$ cat src/rtl/rwg_pkg.sv
package rwg_pkg;
  // Sources that restart the starvation window
  typedef struct packed {
    logic hold;  // address held for a full read cycle time
    logic idle;  // chip deselected for a full read cycle time
    logic wr;    // any write cycle
  } rwg_qual_t;
endpackage

$ cat src/rtl/rwg_dwell_meter.sv
module rwg_dwell_meter
  import rwg_pkg::*;
#(
  parameter int AW        = 18,
  parameter int DWELL_CYC = 18
) (
  input  logic          clk,
  input  logic          rst_n,
  input  logic [AW-1:0] addr,
  input  logic          ce_n,
  input  logic          we_n,
  output rwg_qual_t     qual
);
  localparam int CW = (DWELL_CYC > 2) ? $clog2(DWELL_CYC) : 1;
  localparam logic [CW-1:0] LIM = CW'(DWELL_CYC - 1);

  logic [AW-1:0] prev_addr_q;
  logic          prev_rd_q;
  logic [CW-1:0] rd_cnt_q, rd_cnt_d;
  logic [CW-1:0] hi_cnt_q, hi_cnt_d;
  logic          rd, same;

  always_comb begin
    rd   = !ce_n && we_n;
    same = prev_rd_q && (addr == prev_addr_q);
    if (!rd)                 rd_cnt_d = '0;
    else if (!same)          rd_cnt_d = CW'(1);
    else if (rd_cnt_q == LIM) rd_cnt_d = rd_cnt_q;
    else                     rd_cnt_d = rd_cnt_q + CW'(1);
    if (!ce_n)               hi_cnt_d = '0;
    else if (hi_cnt_q == LIM) hi_cnt_d = hi_cnt_q;
    else                     hi_cnt_d = hi_cnt_q + CW'(1);
    qual.hold = rd && same && (rd_cnt_q == LIM);
    qual.idle = ce_n && (hi_cnt_q == LIM);
    qual.wr   = !ce_n && !we_n;
  end

  always_ff @(posedge clk or negedge rst_n) begin
    if (!rst_n) begin
      prev_addr_q <= '0;
      prev_rd_q   <= 1'b0;
      rd_cnt_q    <= '0;
      hi_cnt_q    <= '0;
    end else begin
      if (rd) prev_addr_q <= addr;
      prev_rd_q <= rd;
      rd_cnt_q  <= rd_cnt_d;
      hi_cnt_q  <= hi_cnt_d;
    end
  end
endmodule

$ cat src/rtl/rwg_window_timer.sv
module rwg_window_timer
  import rwg_pkg::*;
#(
  parameter int WINDOW_CYC = 3750,
  parameter int TW         = 12
) (
  input  logic          clk,
  input  logic          rst_n,
  input  rwg_qual_t     qual,
  output logic [TW-1:0] tmr
);
  localparam logic [TW-1:0] TOP = TW'(WINDOW_CYC);
  logic [TW-1:0] tmr_d;

  always_comb begin
    if (|qual)           tmr_d = '0;
    else if (tmr == TOP) tmr_d = tmr;
    else                 tmr_d = tmr + TW'(1);
  end

  always_ff @(posedge clk or negedge rst_n) begin
    if (!rst_n) tmr <= '0;
    else        tmr <= tmr_d;
  end
endmodule

$ cat src/rtl/rwg_break_ctl.sv
module rwg_break_ctl #(
  parameter int WINDOW_CYC = 3750,
  parameter int MARGIN_CYC = 250,
  parameter int TW         = 12
) (
  input  logic          clk,
  input  logic          rst_n,
  input  logic [TW-1:0] tmr,
  input  logic          done,
  output logic          req,
  output logic          err
);
  localparam logic [TW-1:0] NEAR = TW'(WINDOW_CYC - MARGIN_CYC);
  localparam logic [TW-1:0] TOP  = TW'(WINDOW_CYC);
  logic req_d, err_d, near, expired;

  always_comb begin
    near    = (tmr >= NEAR);
    expired = (tmr == TOP);
    req_d   = !done && (req || near);
    err_d   = err || expired;
  end

  always_ff @(posedge clk or negedge rst_n) begin
    if (!rst_n) begin
      req <= 1'b0;
      err <= 1'b0;
    end else begin
      req <= req_d;
      err <= err_d;
    end
  end
endmodule

$ cat src/rtl/refresh_window_guard.sv
module refresh_window_guard
  import rwg_pkg::*;
#(
  parameter int AW         = 18,
  parameter int DWELL_CYC  = 18,
  parameter int WINDOW_CYC = 3750,
  parameter int MARGIN_CYC = 250
) (
  input  logic          clk,
  input  logic          rst_n,
  input  logic [AW-1:0] mem_addr,
  input  logic          mem_ce_n,
  input  logic          mem_we_n,
  input  logic          brk_done,
  output logic          brk_req,
  output logic          window_err
);
  localparam int TW = $clog2(WINDOW_CYC + 1);

  rwg_qual_t     qual;
  logic [TW-1:0] tmr_q;

  rwg_dwell_meter #(.AW(AW), .DWELL_CYC(DWELL_CYC)) u_meter (
    .clk(clk), .rst_n(rst_n), .addr(mem_addr), .ce_n(mem_ce_n),
    .we_n(mem_we_n), .qual(qual));

  rwg_window_timer #(.WINDOW_CYC(WINDOW_CYC), .TW(TW)) u_timer (
    .clk(clk), .rst_n(rst_n), .qual(qual), .tmr(tmr_q));

  rwg_break_ctl #(.WINDOW_CYC(WINDOW_CYC), .MARGIN_CYC(MARGIN_CYC), .TW(TW)) u_ctl (
    .clk(clk), .rst_n(rst_n), .tmr(tmr_q), .done(brk_done),
    .req(brk_req), .err(window_err));
endmodule

$ cat config.mk
export PLATFORM = sky130hd
export DESIGN_NAME = refresh_window_guard
export DESIGN_NICKNAME = d
export VERILOG_FILES = /design/src/rtl/rwg_pkg.sv /design/src/rtl/rwg_dwell_meter.sv /design/src/rtl/rwg_window_timer.sv /design/src/rtl/rwg_break_ctl.sv /design/src/rtl/refresh_window_guard.sv
export SDC_FILE = /design/constraint.sdc
export NUM_CORES = 1
export LEC_CHECK = 0
export BUFFER_PORTS_ARGS = -buffer_cell sky130_fd_sc_hd__clkbuf_2
export CELL_PAD_IN_SITES_DETAIL_PLACEMENT = 0
export CELL_PAD_IN_SITES_GLOBAL_PLACEMENT = 2
export CORE_ASPECT_RATIO = 1.2
export CORE_MARGIN = 2
export CORE_UTILIZATION = 39
export CTS_CLUSTER_DIAMETER = 200
export DETAILED_ROUTE_END_ITERATION = 12
export PLACE_DENSITY = 0.95
export SLEW_MARGIN = 20
export SYNTH_ARGS = -nofsm -noshare
export SYNTH_HDL_FRONTEND = slang
export SYNTH_SLANG_ARGS = --single-unit
$ cat constraint.sdc
create_clock -name clk -period 4.3 [get_ports clk]
set_input_delay 0.86 -clock clk [delete_from_list [all_inputs] [get_ports clk]]
set_output_delay 0.86 -clock clk [all_outputs]
set_load 0.005 [all_outputs]
**After elaboration in Yosys (flattened, before gate mapping)**

Cells that the tools add are included.

- Add/subtract/negate cells: 3
- Magnitude comparators: 1
- Equality and inequality tests: 7
- Mux-type cells: 7
- Reduce and logical (&&, ||, !) cells: 13

Operators with widths:

| operator | number |
|---|---|
| 5-bit two-way mux | 5 |
| 12-bit two-way mux | 2 |
| 18-bit equality test | 1 |
| 12-bit by 1-bit adder with 12-bit output (second input constant) | 1 |
| 12-bit equality test (second input constant) | 1 |
| 12-bit >= comparator (second input constant) | 1 |
| 5-bit by 1-bit adder with 5-bit output (second input constant) | 2 |
| 5-bit equality test (second input constant) | 2 |
| 1-bit logical AND | 7 |
| 2-bit inequality test (second input constant) | 2 |
| 1-bit zero test | 3 |
| 3-bit inequality test (second input constant) | 1 |
| 3-bit OR reduction | 1 |
| 1-bit logical OR | 2 |

- Flip-flop bits (word level): 43
- Word-level logic and storage cells: 38

**Longest topological paths before layout**

Gate-level depths: netlist of run 1.

- Word-level depth: 6
- Mapped depth: 8
- Mapped depth without buffers: 7

**By module**

From an unflattened synthesis of run 1, not the netlist that was laid out.

- Cells, all modules: 199
- Area total of the unflattened synthesis: 2263.4 um^2

Modules (own cells, without submodules):

| module | times used | cells each | area each (um^2) |
|---|---|---|---|
| rwg_dwell_meter | 1 | 119 | 1441.4 |
| rwg_window_timer | 1 | 68 | 694.4 |
| rwg_break_ctl | 1 | 12 | 127.6 |

**Worst setup path after synthesis of run 1**

No wires, ideal clock.

- Kind: input to register
- From: input mem_addr[3]
- To: register u_timer.tmr[4]
- Library setup time: 0.119 ns
- Data arrival time: 2.035 ns
- Slack: 2.147 ns
- Cell stages on the path: 6
- Cells stage by stage: xor2_1 nor4_1 nand4_1 o41ai_2 buf_4 nor2_1

- Word-level cells in the longest chain between the ends: 6
- Elaborated cells between the ends (all ways): 7
- Classes of those cells: eq/ne: 2; mux: 1; reduce/logical: 4

RTL lines:

| item | RTL line | text |
|---|---|---|
| start, declared | refresh_window_guard.sv:11 | `input logic [AW-1:0] mem_addr,` |
| 18-bit equality test * | rwg_dwell_meter.sv:25 | `same = prev_rd_q && (addr == prev_addr_q);` |
| 1-bit logical AND * | rwg_dwell_meter.sv:25 |  |
| 1-bit logical AND * (2 in series) | rwg_dwell_meter.sv:33 | `qual.hold = rd && same && (rd_cnt_q == LIM);` |
| 3-bit OR reduction * | rwg_window_timer.sv:16 | `if (\|qual) tmr_d = '0;` |
| 2-bit inequality test (no source line) / 12-bit two-way mux (equally long branches) | -- |  |
| end signal, assigned | rwg_window_timer.sv:23 | `else tmr <= tmr_d;` |
| end, declared | rwg_window_timer.sv:10 | `output logic [TW-1:0] tmr` |

Mark *: on every way between the ends. The rest lies on a longest branch, timed or not.
A chain may end at the register's enable or synchronous reset.

**Final worst setup path of run 1**

- From: input mem_addr[3]
- To: register u_meter.rd_cnt_q[1]

- Word-level cells in the longest chain between the ends: 4
- Elaborated cells between the ends (all ways): 5
- Classes of those cells: eq/ne: 2; mux: 2; reduce/logical: 1

RTL lines:

| item | RTL line | text |
|---|---|---|
| 18-bit equality test * | rwg_dwell_meter.sv:25 |  |
| 1-bit logical AND * | rwg_dwell_meter.sv:25 |  |
| 5-bit two-way mux | rwg_dwell_meter.sv:27 | `else if (!same) rd_cnt_d = CW'(1);` |
| 5-bit two-way mux | rwg_dwell_meter.sv:26 | `if (!rd) rd_cnt_d = '0;` |
| end signal, assigned | rwg_dwell_meter.sv:47 | `rd_cnt_q <= rd_cnt_d;` |
| end, declared | rwg_dwell_meter.sv:19 | `logic [CW-1:0] rd_cnt_q, rd_cnt_d;` |

Marks and branches as above.

==> results by stage, run 1 <==
Outcome:
- The run finished with clean final reports.

GRT:
- The initial antenna violation count was 0.
- The global-route usage over all layers is roughly 14%.
- The total global routing overflow is 0.
- The number of global-route vias before repair is ~1500.
- The pin count of the biggest net entering global routing is 44.
- The wire length of the first global-routing pass is between 6000 and 7000 µm.

Placed design:
- The HPWL after detailed placement is approximately 2600 µm.
- The placed instances occupy a cell area of roughly 2400 µm².
- Timing analysis after detailed placement gives a worst setup slack of between 1500 and 2000 ps.
- The count of buffers added on input and output ports is 24.
- Routability-driven placement finished with a final weighted congestion of 0.723.

Synth:
- Counting flops and latches in the post-synthesis netlist gives 43.
- Yosys printed 0 warnings.
- The sequential cell area fraction in the yosys report is about half.
- The count of unique library cells instantiated by Yosys is 35.
- The area of the mapped netlist is between 2000 and 2500 µm².
- The share of the synthesized area in the top cell type is 49.9%.
- The average instance in the mapped netlist occupies 9.54 µm².
- The cell count after synthesis is 226.
- Summed over all instances, the cell type with the most area after synthesis is sky130_fd_sc_hd__dfrtp_1.
- In the post-synthesis netlist, the biggest area contributors are sky130_fd_sc_hd__dfrtp_1, sky130_fd_sc_hd__nand2_1, sky130_fd_sc_hd__xor2_1.
- The number of nets in the synthesized netlist is 256.

Clock network:
- The tree is rooted in a sky130_fd_sc_hd__clkbuf_8.
- The clock latency of the later-clocked register in the worst-skew pair is about 290 ps.
- The total of cells resized after clock tree synthesis is 0.
- In this run, CTS created clock tree buffers numbering 5.
- The number of buffers between clock root and the deepest sink is 2.
- For this design, the CTS-stage hold fixing added 0 buffers.
- After clock tree synthesis, the clock-pin slew on the worst setup and hold paths is about 80 ps.
- The clock net in this run drives a total of 43 sinks.
- The CTS tree is yes.
- The clock tree synthesis step divided the H-tree into 2 levels.
- Buffers added to address setup during post-CTS repair amount to 0.

STA:
- Of the available clock period, the critical path in the final layout requires between 40% and 50%.
- Setup repair after global routing left no endpoint under its margin.
- Final hold analysis gives a worst-case slack of around 470 ps.
- Static timing analysis puts the maximum clock frequency at around 470 MHz.
- Setup total negative slack on the finished layout was measured at 0 ps.
- The max-slew violation count came to 0.
- The setup slack of the critical path after layout is roughly 2200 ps.
- The routed design could run at a clock period as short as ~2100 ps.
- Measured against its own limit, the worst slew margin works out to a little under two thirds.
- The number of failing setup endpoints in the final timing report is 0.
- The total count of hold-check failures in the final report is 0.
- The measured slew at the worst slew-check pin is about 540 ps.
- The clock tree skew after final layout is roughly 4.6 ps.

Layout:
- The library cells used most frequently in the layout, excluding fill and tap cells, are sky130_fd_sc_hd__nand2_1, sky130_fd_sc_hd__dfrtp_1, sky130_fd_sc_hd__nor2_1.
- The library cell used most frequently in the layout, excluding fill and tap cells, is sky130_fd_sc_hd__nand2_1.
- In the final design database the tool counted around 290 nets.
- The area of all placed cells without fillers is ~2500 µm².
- The synthesis-to-finish area growth is 14.8%.
- Cells with a size suffix above 1 make up approximately 17% of the layout.
- The number of antenna diodes is 0.

Pwr:
- The leakage power of the design is between 0.001 and 0.0015 µW.
- Of the total power, registers draw between 50% and 60%.
- The post-route total power is between 800 and 900 µW.
- The analysis attributes to net switching a power of 219 µW.
- The power density normalized to cell area is about 360 nW/µm².
- The switching share of power is 24.7%.
- Combinational logic is responsible for between 10% and 20% of the overall power.
- The clock network is responsible for 36.4% of the overall power.
- The internal cell power is 669 µW.
- The worst-case IR drop observed on VDD is approximately 0.16 mV.

Setup path:
- The data arrival at the endpoint of the critical path is 2320 ps.
- Across all register-to-register paths, the minimum setup slack is ~2400 ps.
- STA classifies the critical path endpoint as a register.
- The sort of element at the start of the critical path is an input pin.
- The critical path required time is 4510 ps.
- The worst setup path category is input pin to register.
- The maximum fanout along the worst path is 4.
- The worst register-to-register path has a depth of 5.

Hold path:
- The path class of the tightest hold or removal check is register to register.
- The worst hold path depth is 1.

Floorplan:
- The die footprint is a little over 6000 µm².
- The area of the core is around 5300 µm².
- The floorplan has 29 rows.
- The top-level port count is 25.
- Measured along the y axis, the die boundary spans about 85 µm.
- From left edge to right edge, the die measures 71.9 µm.
- For this configuration, the core starts out at a cell density of about two fifths.

Run:
- Across the run, the number of max-cap violations was 0.

Routing:
- The final layout contains routed wiring with a total length of around 3700 µm.
- The first detailed-routing pass ran for 4 iterations.
- The DRC violations left is 0.
- In the routed layout, each cell is associated on average with a via count of roughly 4.8.
- The initial detailed-routing violation count is 104.
- The routed length per placed instance is about 11 µm.
- The antenna violation net count after detailed routing is 0.
- The overall via count from detail_route is ~1500.
[routing by layer]
layer / vias to the layer above / global-route usage [%] / share of wire (%) / wire length, µm
li1: 786 / - / - / -
met1: 725 / 16.8 / 48 / 1740
met2: 23 / 23.1 / 49 / 1780
met3: 4 / 3.21 / 2.8 / 103
met4: 0 / 4.63 / 1.0 / 38
met5: - / 0 / 0 / 0
[final timing paths]
kind	from	endpoint
max	mem_addr[3]	u_meter.rd_cnt_q[1]$_DFFE_PN0P_
min	u_ctl.err$_DFF_PN0_	u_ctl.err$_DFF_PN0_
max reg2reg	u_meter.prev_addr_q[3]$_DFFE_PN0P_	u_meter.rd_cnt_q[1]$_DFFE_PN0P_
min reg2reg	u_ctl.err$_DFF_PN0_	u_ctl.err$_DFF_PN0_
max in group asynchronous	rst_n	u_timer.tmr[1]$_DFFE_PN0P_
min in group asynchronous	rst_n	u_ctl.err$_DFF_PN0_
[cells by family (layout without fill, tap and decap cells)]
kind of cell             after synthesis  after routing  synth area share (%)
adder cells (fa/ha/maj)                7              7                  4.06
buffers and inverters                 10             41                  1.92
AND/OR/NAND/NOR                      122            122                  26.1
flip-flops                            43             43                  49.9
multiplexers                           2              2                 0.987
XOR/XNOR                              34             34                  13.8
AO/OA/AOI/OAI                          8              8                  3.25
[metrics by stage]
step | instances | utilization [%]
detailed placement | 311 | 44.5
floorplan | 226 | -
finish | 319 | 46.7
CTS | 319 | 46.7
global route | 319 | 46.7
global placement | 311 | 44.5
[sequential cells by signal, indices dropped and copies added (netlist names)]
signal	count
u_meter.prev_rd_q	1
u_timer.tmr	12
u_meter.prev_addr_q	18
u_meter.rd_cnt_q	5
u_ctl.req	1
u_ctl.err	1
u_meter.hi_cnt_q	5
[worst max-delay path, cell delays in order]
cell                       delay (ps)
sky130_fd_sc_hd__clkbuf_2          90
sky130_fd_sc_hd__xor2_1           130
sky130_fd_sc_hd__nor4_1           300
sky130_fd_sc_hd__nand4_1          230
sky130_fd_sc_hd__or4_4            500
sky130_fd_sc_hd__a211oi_2         210
[power groups by stage]
stage	Clock [µW]	Combinational [µW]	Sequential (µW)
2_1_floorplan	0	70.5	463
4_1_cts	335	108	461
5_1_grt	351	124	466
3_5_place_dp	0	107	469
6_report	323	104	460
3_3_place_gp	0	106	468
[layout make-up]
class                   instances  area (µm²)
fillers                       512        2820
flip-flops and latches         43        1080
multi-input cells             173        1040
repair buffers                 27         143
clock buffers                   6        82.6
well taps                      62        77.6
clock inverters                 2        35.0
inverters                       6        22.5
[synthesized netlist by cell type (all sizes together)]
cell,instances
nand2,64
dfrtp,43
nor2,26
xor2,21
xnor2,13
nand3,10
ha,7
inv,5
nor3,5
and2,3
nand4,3
nor4,3
a21oi,2
buf,2
clkbuf,2
a211oi,1
a21o,1
a31oi,1
and3,1
clkinv,1
mux2,1
mux2i,1
nand2b,1
nand3b,1
nand4bb,1
o211a,1
o21bai,1
o41ai,1
or2,1
or3b,1
or4,1
or4bb,1
Note: power is estimated with default switching activity, not from simulation.
==> run 2: changes to the inputs <==
--- a/config.mk
+++ b/config.mk
@@ -10,10 +10,10 @@
 export CELL_PAD_IN_SITES_GLOBAL_PLACEMENT = 2
 export CORE_ASPECT_RATIO = 1.2
 export CORE_MARGIN = 2
-export CORE_UTILIZATION = 39
+export CORE_UTILIZATION = 33
 export CTS_CLUSTER_DIAMETER = 200
 export DETAILED_ROUTE_END_ITERATION = 12
-export PLACE_DENSITY = 0.95
+export PLACE_DENSITY = 0.86
 export SLEW_MARGIN = 20
 export SYNTH_ARGS = -nofsm -noshare
 export SYNTH_HDL_FRONTEND = slang
==> constraint.sdc (replaced) <==
create_clock -name clk -period 1.7 [get_ports clk]
set_input_delay 0.34 -clock clk [delete_from_list [all_inputs] [get_ports clk]]
set_output_delay 0.34 -clock clk [all_outputs]
set_load 0.005 [all_outputs]
==> run 2 against run 1 <==
Against the previous run: the flow now finishes with violations (setup timing); via count increased by 3.5%; sequential power increased to 2.5 times the previous value; sequential share of layout area decreased by 3.2 points; critical endpoint unchanged.
==> results by stage, run 2 (synthesized netlist as in run 1, its figures left out) <==
Layout:
- The largest registers in the layout are u_meter.prev_addr_q: 18 flops, u_timer.tmr: 12 flops.
- The synthesis-to-finish area growth is 24.0%.
- The number of fillers in the final layout was 647 (+26%).
- More flip-flops sit in one register than any other, and that register is u_meter.prev_addr_q.
- The core utilization of the finished layout is 42.0% (-4.7 points).
- The flip-flop count of the largest register after layout is 18 (unchanged).
- The most common library cell in the layout ignoring fill and taps is sky130_fd_sc_hd__nand2_1.
- The number of cells in the finished layout apart from fillers is 363 (+14%).
- The number of antenna diodes is 0 (unchanged).
- In the layout the commonest cells are sky130_fd_sc_hd__nand2_1, sky130_fd_sc_hd__dfrtp_1, sky130_fd_sc_hd__nor2_1.
- The number of nets at the end of the flow came to 307 (+7.3%).
- The area of all placed cells without fillers was 2670 µm² (+8.0%).
- The layout cell share with drive strength beyond 1 is 24.1% (+7.0 points).

Floorplan:
- The die footprint was 7200 µm² (+17%).
- The top-level port count came to 25 (unchanged).
- The number of placement rows is 32 (+10%).
- The floorplan die width is 77.8 µm (+8.2%).
- The initial core utilization is 33.9% (-6.8 points).
- The vertical die dimension is 92.5 µm (+8.3%).
- The area of the core is 6370 µm² (+20%).

STA:
- Subtracting the final worst setup slack from the clock period gives between 1500 and 2000 ps.
- The measured slew at the worst slew-check pin is 458 ps (-86.9 ps).
- The number of failing setup endpoints in the final timing report is 16 (+16).
- The total count of hold-check failures in the final report is 0 (unchanged).
- Setup repair after global routing could not meet its margin everywhere.
- Based on the critical path, the design can be clocked at up to between 500 and 600 MHz.
- The clock tree skew after final layout came to 4.06 ps (-0.502 ps).
- The tightest hold margin is 202 ps (-266 ps).
- After layout, the worst path uses 108% of the clock period.
- The setup slack of the critical path after layout is -140 ps (-2320 ps).
- The max-slew violation count was 0 (unchanged).
- The worst slew margin relative to its limit is 69.5% (+5.8 points).

Routing:
- The per-cell via count in the routed design was 4.39 (-9.0%).
- The DRC violations left is 0 (unchanged).
- The routed length per placed instance came to 11.6 µm (+1.3%).
- The final routed wirelength across all metal layers is 4220 µm (+15%).
- The overall via count from detail_route is 1592 (+3.5%).
- The first-pass iteration count of the detailed router is 4 (unchanged).
- The initial detailed-routing violation count is 27 (-74%).
- The antenna violation net count after detailed routing is 0 (unchanged).

Clock network:
- The clock input transition at the sequential cells of the worst setup and hold paths came to 80 ps (about the same).
- The number of clock buffers inserted by TritonCTS is 5 (unchanged).
- The number of buffers between clock root and the deepest sink is 2 (unchanged).
- The depth of the CTS H-tree is 2 (unchanged).
- The CTS tree is yes.
- CTS placed an instance of sky130_fd_sc_hd__clkbuf_8 at the clock tree root.
- The clock latency of the later-clocked register in the worst-skew pair is 290 ps (about the same).
- The number of clock sinks was 43 (unchanged).

Placed design:
- The HPWL after detailed placement came to 3050 µm (+15%).
- The final RePlAce weighted congestion came to 0.720 (-0.41%).
- The post-placement cell count was 352 (+13%).
- The total placed instance area was 2540 µm² (+7.6%).
- The total of buffers placed on input and output ports is 24 (unchanged).

Setup path:
- Walking the worst path, the cells encountered are xor2_1, nor4_2, nand4_1, or4_4, a211oi_2.
- The sort of element at the end of the critical path is a register.
- The critical path is of the register to register type.
- STA classifies the critical path startpoint as a register.
- The critical path required time came to 1910 ps (-2600 ps).
- The critical-path cell with the highest stage delay is sky130_fd_sc_hd__or4_4.
- The data arrival at the endpoint of the critical path is 2050 ps (-270 ps).
- The maximum fanout along the worst path was 4 (unchanged).
- The largest stage delay on the critical path was 550 ps (+50 ps).

GRT:
- The number of global-route vias before repair is 1607 (+6.1%).
- The pin count of the biggest net entering global routing is 29 (-34%).
- The global-route usage over all layers was 13.0% (-0.56 points).
- The total global routing overflow is 0 (unchanged).
- The initial antenna violation count was 0 (unchanged).
- The wire length of the first global-routing pass is 7470 µm (+12%).

Run:
- The max-cap check violation count is 0 (unchanged).

Pwr:
- The power density normalized to cell area is 817 nW/µm² (+130%).
- The maximum VDD drop is 0.440 mV (+180%).
- The leakage power of the design is 0.00132 µW (+7.6%).
- The post-route total power is 2190 µW (+150%).

Outcome:
- The final reports fail on setup timing.
- The run finished, with violations left.

Hold path:
- In this run the worst hold path is classified as input pin to register.
-- run 2: area by class of cell --
| class | count | area (µm²) | share of cell area (%) |
|---|---|---|---|
| Sequential cell | 43 | 1080 | 40.2 |
| Multi-Input combinational cell | 173 | 1050 | 39.4 |
| Timing Repair Buffer | 48 | 315 | 11.8 |
| Tap cell | 85 | 106 | 3.98 |
| Clock buffer | 8 | 100 | 3.74 |
| Inverter | 6 | 22.5 | 0.842 |
-- run 2: metrics by stage --
stage / TNS, ps / setup slack, ps
floorplan: 0 / 4.26
global placement: -2830 / -202
detailed placement: -3420 / -240
CTS: -1600 / -130
global route: -3320 / -226
finish: -1830 / -140
-- run 2: worst max-delay path: cells and delay by family (launching register included) --
kind,cells,cell delay [ps]
AOI/OAI and AO/OA,1,150
xor gates and xnor gates,1,150
DFF,1,400
and+or+nand+nor,3,1060
-- run 2: layer usage --
metal,vias to the layer above,track usage [%],routed length (µm)
met5,-,0,0
met4,0,3.57,44
met3,5,3.02,131
met2,23,21.4,2050
met1,734,17.1,2000
li1,830,-,-
-- run 2: power breakdown --
group          internal (µW)  total (µW)  switching [µW]
clock                    371         709             338
combinational            152         320             168
sequential              1100        1160            58.7
-- run 2: what timing repair did --
item | in CTS | in global routing
gates cloned | 1 | 0
hold endpoints to repair | 15 | 0
endpoints found under the setup margin | 16 | 17
buffers inserted | 2 | 2
resized for setup | 3 | 1
hold buffers | 1 | 0
pin swaps | 14 | 8
-- run 2: path summary, 6_finish.rpt --
kind	from	to	slack (ps)	depth (start not counted)
setup / recovery	u_meter.prev_addr_q[16]$_DFFE_PN0P_	u_meter.rd_cnt_q[1]$_DFFE_PN0P_	-140	5
hold / removal	brk_done	u_ctl.req$_DFF_PN0_	200	2
setup reg to reg	u_meter.prev_addr_q[16]$_DFFE_PN0P_	u_meter.rd_cnt_q[1]$_DFFE_PN0P_	-140	5
min in group asynchronous	rst_n	u_ctl.err$_DFF_PN0_	520	2
max in group asynchronous	rst_n	u_meter.rd_cnt_q[0]$_DFFE_PN0P_	680	3
hold reg to reg	u_ctl.err$_DFF_PN0_	u_ctl.err$_DFF_PN0_	470	1
